--- src/rtl/uart_fifo_pkg.sv ---
package uart_fifo_pkg;

  localparam logic [1:0] ADDR_DATA = 2'd0;
  localparam logic [1:0] ADDR_CTRL = 2'd1;
  localparam logic [1:0] ADDR_STAT = 2'd2;

  localparam int CTRL_BRK   = 6;
  localparam int CTRL_DLA   = 7;
  localparam int CTRL_FEN   = 8;
  localparam int CTRL_RXCLR = 9;
  localparam int CTRL_TXCLR = 10;

  typedef enum logic [1:0] {LN_IDLE, LN_START, LN_DATA, LN_STOP} line_state_t;

  // clocks per serial bit; a zero divisor behaves as one
  function automatic logic [31:0] bit_ticks(input logic [31:0] div, input logic [31:0] osr);
    logic [31:0] d;
    d = (div == 32'd0) ? 32'd1 : div;
    return d * osr;
  endfunction

  // offset from the start edge to the middle of the start bit
  function automatic logic [31:0] half_ticks(input logic [31:0] ticks);
    return ticks >> 1;
  endfunction

endpackage

--- src/rtl/uart_sync_fifo.sv ---
module uart_sync_fifo #(
  parameter int W     = 8,
  parameter int DEPTH = 16,
  localparam int AW   = $clog2(DEPTH),
  localparam int CW   = $clog2(DEPTH + 1)
) (
  input  logic          clk,
  input  logic          rst_n,
  input  logic          clr,
  input  logic          single,
  input  logic          push,
  input  logic          pop,
  input  logic [W-1:0]  wdata,
  output logic [W-1:0]  rdata,
  output logic [CW-1:0] count,
  output logic          empty,
  output logic          full
);

  logic [W-1:0]  mem [DEPTH];
  logic [AW-1:0] rd_ptr, wr_ptr;
  logic          do_push, do_pop;

  assign empty   = (count == '0);
  assign full    = single ? (count != '0) : (count == CW'(DEPTH));
  assign do_push = push && !full;
  assign do_pop  = pop && !empty;
  assign rdata   = mem[rd_ptr];

  function automatic logic [AW-1:0] nxt(input logic [AW-1:0] p);
    return (p == AW'(DEPTH - 1)) ? '0 : p + AW'(1);
  endfunction

  always_ff @(posedge clk) begin
    if (do_push && !clr) mem[wr_ptr] <= wdata;
  end

  always_ff @(posedge clk or negedge rst_n) begin
    if (!rst_n) begin
      rd_ptr <= '0;
      wr_ptr <= '0;
      count  <= '0;
    end else if (clr) begin
      rd_ptr <= '0;
      wr_ptr <= '0;
      count  <= '0;
    end else begin
      if (do_push) wr_ptr <= nxt(wr_ptr);
      if (do_pop)  rd_ptr <= nxt(rd_ptr);
      count <= count + CW'(do_push) - CW'(do_pop);
    end
  end

endmodule

--- src/rtl/uart_tx_engine.sv ---
module uart_tx_engine
  import uart_fifo_pkg::*;
#(
  parameter int W  = 8,
  localparam int BW = $clog2(W)
) (
  input  logic         clk,
  input  logic         rst_n,
  input  logic [31:0]  ticks,
  input  logic         avail,
  input  logic [W-1:0] data,
  output logic         load,
  output logic         line,
  output logic         busy
);

  line_state_t   state;
  logic [31:0]   cnt;
  logic [BW-1:0] bitn;
  logic [W-1:0]  shreg;
  logic          bit_end;

  assign load    = (state == LN_IDLE) && avail;
  assign busy    = (state != LN_IDLE);
  assign bit_end = (cnt >= ticks - 32'd1);

  always_comb begin
    case (state)
      LN_START: line = 1'b0;
      LN_DATA:  line = shreg[0];
      default:  line = 1'b1;
    endcase
  end

  always_ff @(posedge clk or negedge rst_n) begin
    if (!rst_n) begin
      state <= LN_IDLE;
      cnt   <= '0;
      bitn  <= '0;
      shreg <= '0;
    end else if (state == LN_IDLE) begin
      cnt <= '0;
      if (avail) begin
        shreg <= data;
        state <= LN_START;
      end
    end else if (!bit_end) begin
      cnt <= cnt + 32'd1;
    end else begin
      cnt <= '0;
      case (state)
        LN_START: begin
          state <= LN_DATA;
          bitn  <= '0;
        end
        LN_DATA: begin
          shreg <= shreg >> 1;
          if (bitn == BW'(W - 1)) state <= LN_STOP;
          else bitn <= bitn + BW'(1);
        end
        default: state <= LN_IDLE;
      endcase
    end
  end

endmodule

--- src/rtl/uart_rx_engine.sv ---
module uart_rx_engine
  import uart_fifo_pkg::*;
#(
  parameter int W  = 8,
  localparam int BW = $clog2(W)
) (
  input  logic         clk,
  input  logic         rst_n,
  input  logic [31:0]  ticks,
  input  logic         rxd,
  output logic         done,
  output logic [W-1:0] data
);

  line_state_t   state;
  logic [31:0]   cnt;
  logic [BW-1:0] bitn;
  logic [W-1:0]  shreg;
  logic          s1, s2;

  assign data = shreg;

  always_ff @(posedge clk or negedge rst_n) begin
    if (!rst_n) begin
      s1 <= 1'b1;
      s2 <= 1'b1;
    end else begin
      s1 <= rxd;
      s2 <= s1;
    end
  end

  always_ff @(posedge clk or negedge rst_n) begin
    if (!rst_n) begin
      state <= LN_IDLE;
      cnt   <= '0;
      bitn  <= '0;
      shreg <= '0;
      done  <= 1'b0;
    end else begin
      done <= 1'b0;
      case (state)
        LN_IDLE: begin
          cnt <= '0;
          if (!s2) state <= LN_START;
        end
        LN_START: begin
          if (cnt >= half_ticks(ticks) - 32'd1) begin
            cnt   <= '0;
            bitn  <= '0;
            state <= s2 ? LN_IDLE : LN_DATA;
          end else cnt <= cnt + 32'd1;
        end
        LN_DATA: begin
          if (cnt >= ticks - 32'd1) begin
            cnt   <= '0;
            shreg <= {s2, shreg[W-1:1]};
            if (bitn == BW'(W - 1)) state <= LN_STOP;
            else bitn <= bitn + BW'(1);
          end else cnt <= cnt + 32'd1;
        end
        default: begin
          if (cnt >= ticks - 32'd1) begin
            cnt   <= '0;
            done  <= s2;
            state <= LN_IDLE;
          end else cnt <= cnt + 32'd1;
        end
      endcase
    end
  end

endmodule

--- src/rtl/uart_fifo_ctrl.sv ---
module uart_fifo_ctrl
  import uart_fifo_pkg::*;
#(
  parameter int W       = 8,
  parameter int DEPTH   = 16,
  parameter int DIV_W   = 16,
  parameter int OSR     = 16,
  parameter int DIV_RST = 1,
  localparam int CW     = $clog2(DEPTH + 1)
) (
  input  logic        clk,
  input  logic        rst_n,
  input  logic [1:0]  bus_addr,
  input  logic [15:0] bus_wdata,
  input  logic        bus_wr,
  input  logic        bus_rd,
  output logic [15:0] bus_rdata,
  output logic        txd,
  input  logic        rxd
);

  logic             brk_q, dla_q, fen_q, ovr_q;
  logic [DIV_W-1:0] div_q;
  logic [31:0]      ticks;

  logic wr_data, wr_ctrl, rd_data, rd_stat;
  logic ev_tx_push, ev_rx_pop, ev_fen_flip, ev_tx_clr, ev_rx_clr;
  logic ev_tx_load, ev_rx_done, ev_rx_drop;

  logic [W-1:0]  tx_head, rx_head, rx_word;
  logic [CW-1:0] tx_count, rx_count;
  logic          tx_empty, tx_full, rx_empty, rx_full;
  logic          tx_line, tx_busy, tx_idle;

  assign ticks = bit_ticks(32'(div_q), 32'(OSR));

  assign wr_data = bus_wr && (bus_addr == ADDR_DATA);
  assign wr_ctrl = bus_wr && (bus_addr == ADDR_CTRL);
  assign rd_data = bus_rd && (bus_addr == ADDR_DATA);
  assign rd_stat = bus_rd && (bus_addr == ADDR_STAT);

  assign ev_tx_push  = wr_data && !dla_q;
  assign ev_rx_pop   = rd_data && !dla_q;
  assign ev_fen_flip = wr_ctrl && (bus_wdata[CTRL_FEN] != fen_q);
  assign ev_tx_clr   = wr_ctrl && (bus_wdata[CTRL_TXCLR] || ev_fen_flip);
  assign ev_rx_clr   = wr_ctrl && (bus_wdata[CTRL_RXCLR] || ev_fen_flip);
  assign ev_rx_drop  = ev_rx_done && rx_full;

  always_ff @(posedge clk or negedge rst_n) begin
    if (!rst_n) begin
      brk_q <= 1'b0;
      dla_q <= 1'b0;
      fen_q <= 1'b0;
      div_q <= DIV_W'(DIV_RST);
      ovr_q <= 1'b0;
    end else begin
      if (wr_ctrl) begin
        brk_q <= bus_wdata[CTRL_BRK];
        dla_q <= bus_wdata[CTRL_DLA];
        fen_q <= bus_wdata[CTRL_FEN];
      end
      if (wr_data && dla_q) div_q <= bus_wdata[DIV_W-1:0];
      if (ev_rx_drop) ovr_q <= 1'b1;
      else if (rd_stat) ovr_q <= 1'b0;
    end
  end

  uart_sync_fifo #(.W(W), .DEPTH(DEPTH)) tx_fifo_i (
    .clk(clk), .rst_n(rst_n), .clr(ev_tx_clr), .single(!fen_q),
    .push(ev_tx_push), .pop(ev_tx_load), .wdata(bus_wdata[W-1:0]),
    .rdata(tx_head), .count(tx_count), .empty(tx_empty), .full(tx_full)
  );

  uart_sync_fifo #(.W(W), .DEPTH(DEPTH)) rx_fifo_i (
    .clk(clk), .rst_n(rst_n), .clr(ev_rx_clr), .single(!fen_q),
    .push(ev_rx_done), .pop(ev_rx_pop), .wdata(rx_word),
    .rdata(rx_head), .count(rx_count), .empty(rx_empty), .full(rx_full)
  );

  uart_tx_engine #(.W(W)) tx_i (
    .clk(clk), .rst_n(rst_n), .ticks(ticks), .avail(!tx_empty),
    .data(tx_head), .load(ev_tx_load), .line(tx_line), .busy(tx_busy)
  );

  uart_rx_engine #(.W(W)) rx_i (
    .clk(clk), .rst_n(rst_n), .ticks(ticks), .rxd(rxd),
    .done(ev_rx_done), .data(rx_word)
  );

  assign tx_idle = tx_empty && !tx_busy;
  assign txd     = brk_q ? 1'b0 : tx_line;

  always_comb begin
    bus_rdata = '0;
    case (bus_addr)
      ADDR_DATA: begin
        if (dla_q) bus_rdata = 16'(div_q);
        else if (!rx_empty) bus_rdata = 16'(rx_head);
      end
      ADDR_CTRL: begin
        bus_rdata[CTRL_BRK] = brk_q;
        bus_rdata[CTRL_DLA] = dla_q;
        bus_rdata[CTRL_FEN] = fen_q;
      end
      ADDR_STAT: bus_rdata = {12'd0, tx_idle, ovr_q, !rx_empty, tx_empty};
      default: bus_rdata = '0;
    endcase
  end

endmodule

--- config.mk ---
export PLATFORM = sky130hd
export DESIGN_NAME = uart_fifo_ctrl
export DESIGN_NICKNAME = d
export VERILOG_FILES = /design/src/rtl/uart_fifo_pkg.sv /design/src/rtl/uart_sync_fifo.sv /design/src/rtl/uart_tx_engine.sv /design/src/rtl/uart_rx_engine.sv /design/src/rtl/uart_fifo_ctrl.sv
export SDC_FILE = /design/constraint.sdc
export NUM_CORES = 1
export LEC_CHECK = 0
export BUFFER_PORTS_ARGS = -buffer_cell sky130_fd_sc_hd__buf_2
export CORE_UTILIZATION = 45
export CTS_CLUSTER_SIZE = 30
export DETAILED_ROUTE_END_ITERATION = 10
export HOLD_SLACK_MARGIN = 0.05
export SYNTH_ARGS = -nofsm -noshare
export SYNTH_HDL_FRONTEND = slang
export SYNTH_HIERARCHICAL = 1
export SYNTH_SLANG_ARGS = --single-unit
export TNS_END_PERCENT = 20
--- constraint.sdc ---
create_clock -name clk -period 12.4 [get_ports clk]
set_clock_uncertainty 0.05 [all_clocks]
set_input_delay 0.62 -clock clk [delete_from_list [all_inputs] [get_ports clk]]
set_output_delay 0.62 -clock clk [all_outputs]
set_load 0.01 [all_outputs]
==> results.json <==
{
  "status": "finished, final reports clean",
  "worstPathCellList": "nor4_1, a41o_1, nor3_1, nand3_1, or4_4, or4_4, nor4_1, xnor2_1, ha_1, nand4_1, or4_1, a31oi_1, or3_1, nor2_1",
  "vias": 13445,
  "netlist.area_leader.share_pct": 36.4,
  "drive_gt1_share_pct": 12.9,
  "die_area_sq_um": 47800,
  "grt_pass1_wl_um": 75000,
  "multi_input_area_sq_um": 9720,
  "syn-cell-area_sq_um": 21100,
  "cts_max_level": 2,
  "ys_async_sr_fraction_pct": 35.2,
  "grt_pass1_vias": 13333,
  "synth-seq-cells": 395,
  "cts_made_buffers": 44,
  "port-buffer-count": 39,
  "slowest_delay_ns": 0.94,
  "critical_path_class": "flip-flop to flip-flop",
  "place_congestion": 0.845,
  "timing.fmax_mhz": 158,
  "insertion_delay_ns": 0.56,
  "cts_resized": 0,
  "cap_violations": 0,
  "hold_viol_final": 0,
  "finalSetupViolCount": 0,
  "ys_seq_area_share_pct": 52.9,
  "p_sw_mw": 1.11,
  "die_y_um": 219,
  "cp_slowest_cell": "or3_1",
  "start_util_pct": 45.5,
  "p_seq_share_pct": 44.5,
  "synth_edf_count": 256,
  "grtUsageTotal_pct": 20.3,
  "wirelength_um": 47400,
  "yosys-top-cells-area": "edfxtp_1, dfrtp_1, ha_1",
  "critPathCaptureType": "flip-flop",
  "p_leak_nw": 8.83,
  "rsz0062_at_grt": "false",
  "cp-start-kind": "flip-flop",
  "final_max_slew_viol_count": 0,
  "cp.arrival_ns": 6.67,
  "antenna_found_initial": 0,
  "synth_top_area_cell": "edfxtp_1",
  "min_path_type": "primary input to flip-flop",
  "ant_nets": 0,
  "cts.sinks": 395,
  "cts_max_path_buffers": 3,
  "route.detailed.drc": 0,
  "combPwrFrac_pct": 21.1,
  "design_area_sq_um": 23600,
  "intPower_mw": 2.60,
  "gr-total-overflow": 0,
  "ios": 40,
  "tightest_slew_ns": 1.18,
  "dieWidth_um": 219,
  "dp_hpwl_um": 32700,
  "wl_per_cell_um": 19.3,
  "rows": 79,
  "vdd_drop_max_uv": 117,
  "coreArea_sq_um": 46500,
  "cts_tree": "yes",
  "final_nets": 1972,
  "r2r_cells": 14,
  "grt_max_degree": 73,
  "whs_path_depth": 1,
  "relSlewSlack_pct": 21.2,
  "seqCellArea_sq_um": 11200,
  "root_buffer": "clkbuf_16",
  "switching_share_pct": 30.0,
  "dr.pass1.iters": 5,
  "area_growth_pct": 11.7,
  "placed_cell_area_sq_um": 22200,
  "n_antenna_cell": 0,
  "cts.clk_slew.worst_paths_ns": 0.06,
  "p_clk_share_pct": 34.3,
  "cp.required_ns": 12.75,
  "synth.distinct_cells": 88,
  "drt_iter0_drc": 923,
  "yosysWarnings": 6,
  "synth_flop_cell": "edfxtp_1",
  "fillers": 4047,
  "cellPowerDensity_nw_per_um2": 157,
  "syn_inst": 1691,
  "finalCritPeriodShare_pct": 50.9,
  "synth.avg_cell_area_sq_um": 12.5,
  "period_minus_slack_ns": 6.31,
  "viasPerCell": 5.47,
  "timing.setup.tns_ns": 0,
  "critPathMaxFanout": 32
}
[metal layers]
layer  vias up  global-route usage, %  part of all wire [%]
met2       245                   33.0                    47
li1       6471                      -                     -
met3        70                   2.77                   4.2
met5         -                      0                     0
met4         0                   6.15                   2.3
met1      6659                   28.1                    46
[kinds of logic (layout without fill, tap and decap cells)]
group                    Yosys count  in the layout  share of synthesized area (%)
AND/OR/NAND/NOR                  504            504                           12.7
flip-flops                       395            395                           52.9
AO/OA/AOI/OAI                    238            238                           7.88
XOR/XNOR                         155            155                           6.43
buffers and inverters            138            192                           3.00
adder cells (fa/ha/maj)          133            133                           7.95
multiplexers                     127            127                           9.13
other                              1            108                         0.0178
[cells in the mapped netlist (4+ instances only)]
| cell | instances |
|---|---|
| buf_6 | 9 |
| a21oi_1 | 80 |
| nand4_1 | 25 |
| or3_1 | 5 |
| nor2_1 | 122 |
| a22oi_1 | 26 |
| edfxtp_1 | 256 |
| or4_1 | 9 |
| nand3b_1 | 4 |
| xor2_1 | 61 |
| mux4_2 | 47 |
| and4_1 | 12 |
| a31oi_1 | 5 |
| a211oi_1 | 4 |
| inv_1 | 57 |
| nand2_1 | 106 |
| ha_1 | 131 |
| nor2b_1 | 23 |
| a21o_1 | 9 |
| mux2i_1 | 37 |
| and2_1 | 23 |
| o21ai_0 | 32 |
| nand2b_1 | 9 |
| o21a_1 | 5 |
| a221oi_1 | 10 |
| mux2_1 | 11 |
| dfrtp_1 | 136 |
| xnor2_1 | 94 |
| o211ai_1 | 13 |
| a221oi_2 | 9 |
| nor3b_1 | 5 |
| o2111ai_1 | 7 |
| and3_1 | 22 |
| buf_2 | 13 |
| or4_4 | 6 |
| clkbuf_1 | 50 |
| nor3_1 | 48 |
| nor4_1 | 16 |
| mux2_2 | 31 |
| nand3_1 | 43 |
[sequential cells by signal, indices dropped and copies added, names as in the netlist, 3 cells and up]
register	cells
rx_fifo_i/mem	128
tx_fifo_i/mem	128
rx_i/cnt	32
tx_i/cnt	32
div_q	16
rx_i/data	8
tx_i/shreg	8
rx_fifo_i/count	5
tx_fifo_i/count	5
rx_fifo_i/rd_ptr	4
rx_fifo_i/wr_ptr	4
tx_fifo_i/rd_ptr	4
tx_fifo_i/wr_ptr	4
rx_i/bitn	3
tx_i/bitn	3
[stage by stage]
stage / utilization [%] / setup WS (ns) / total power [mW] / hold WS [ns] / cells
after global placement: 47.7 / 6.22 / 2.44 / 0.297 / 2376
final: 50.8 / 6.09 / 3.72 / 0.117 / 2459
after floorplan: - / 7.39 / 2.26 / 0.274 / 1798
after global routing: 50.8 / 5.62 / 3.91 / 0.0919 / 2459
after detailed placement: 47.7 / 6.08 / 2.46 / 0.299 / 2376
after CTS: 50.8 / 6.09 / 3.75 / 0.0830 / 2459
[placed cells by master, fill, tap and decap left out, types with 10 or more instances in the layout]
cell and count:
o211ai_1 13, conb_1 108, nand2_1 106, buf_4 12, xor2_1 61, buf_2 38, nor2_1 122, a221oi_1 10
dfrtp_1 133, a21oi_1 80, nor2b_1 22, inv_1 57, xnor2_1 94, nor4_1 16, nor3_1 48, clkinv_1 12
ha_1 131, mux2i_1 37, and3_1 22, o21ai_0 32, nand3_1 43, nand4_1 25, a22oi_1 26, and2_1 23
mux4_2 47, edfxtp_1 256, mux2_2 31, mux2_1 11, and4_1 12, clkbuf_16 46
[power by group through the flow]
stage / Sequential [mW] / Combinational [mW] / Clock (mW)
final: 1.65 / 0.785 / 1.28
after global routing: 1.67 / 0.880 / 1.36
after CTS: 1.65 / 0.788 / 1.31
after detailed placement: 1.68 / 0.783 / 0
after global placement: 1.67 / 0.763 / 0
after floorplan: 1.57 / 0.687 / 0
[path summary, 6_finish.rpt]
kind,end,slack [ns],start
setup / recovery,tx_i/cnt[5],6.09,div_q[5]
hold / removal,rx_i/s1,0.12,rxd
setup reg to reg,tx_i/cnt[5],6.09,div_q[5]
hold reg to reg,rx_i/s2,0.31,rx_i/s1
max in group asynchronous,rx_fifo_i/rd_ptr[0],10.23,rst_n
min in group asynchronous,tx_i/cnt[6],0.59,rst_n
[timing repair]
| action | CTS | global route |
|---|---|---|
| setup buffers | 0 | 0 |
| hold buffers | 1 | 0 |
| hold endpoints to repair | 62 | 0 |
[critical path, delay by kind of cell, from the launching register on]
kind            cells  cell delay (ns)
compound gates      2             0.94
fa+ha+maj           1             0.32
simple gates       10             3.90
flops               1             0.82
xor+xnor            1             0.11
[final cells by class]
| cell class | count | area share [%] |
|---|---|---|
| clock buffers | 54 | 5.05 |
| clock inverters | 28 | 0.960 |
| inverters | 58 | 0.923 |
| multi-input cells | 1265 | 41.2 |
| flip-flops and latches | 395 | 47.4 |
| well taps | 607 | 3.22 |
| repair buffers | 52 | 1.28 |
Note: power is estimated with default switching activity, not from simulation.
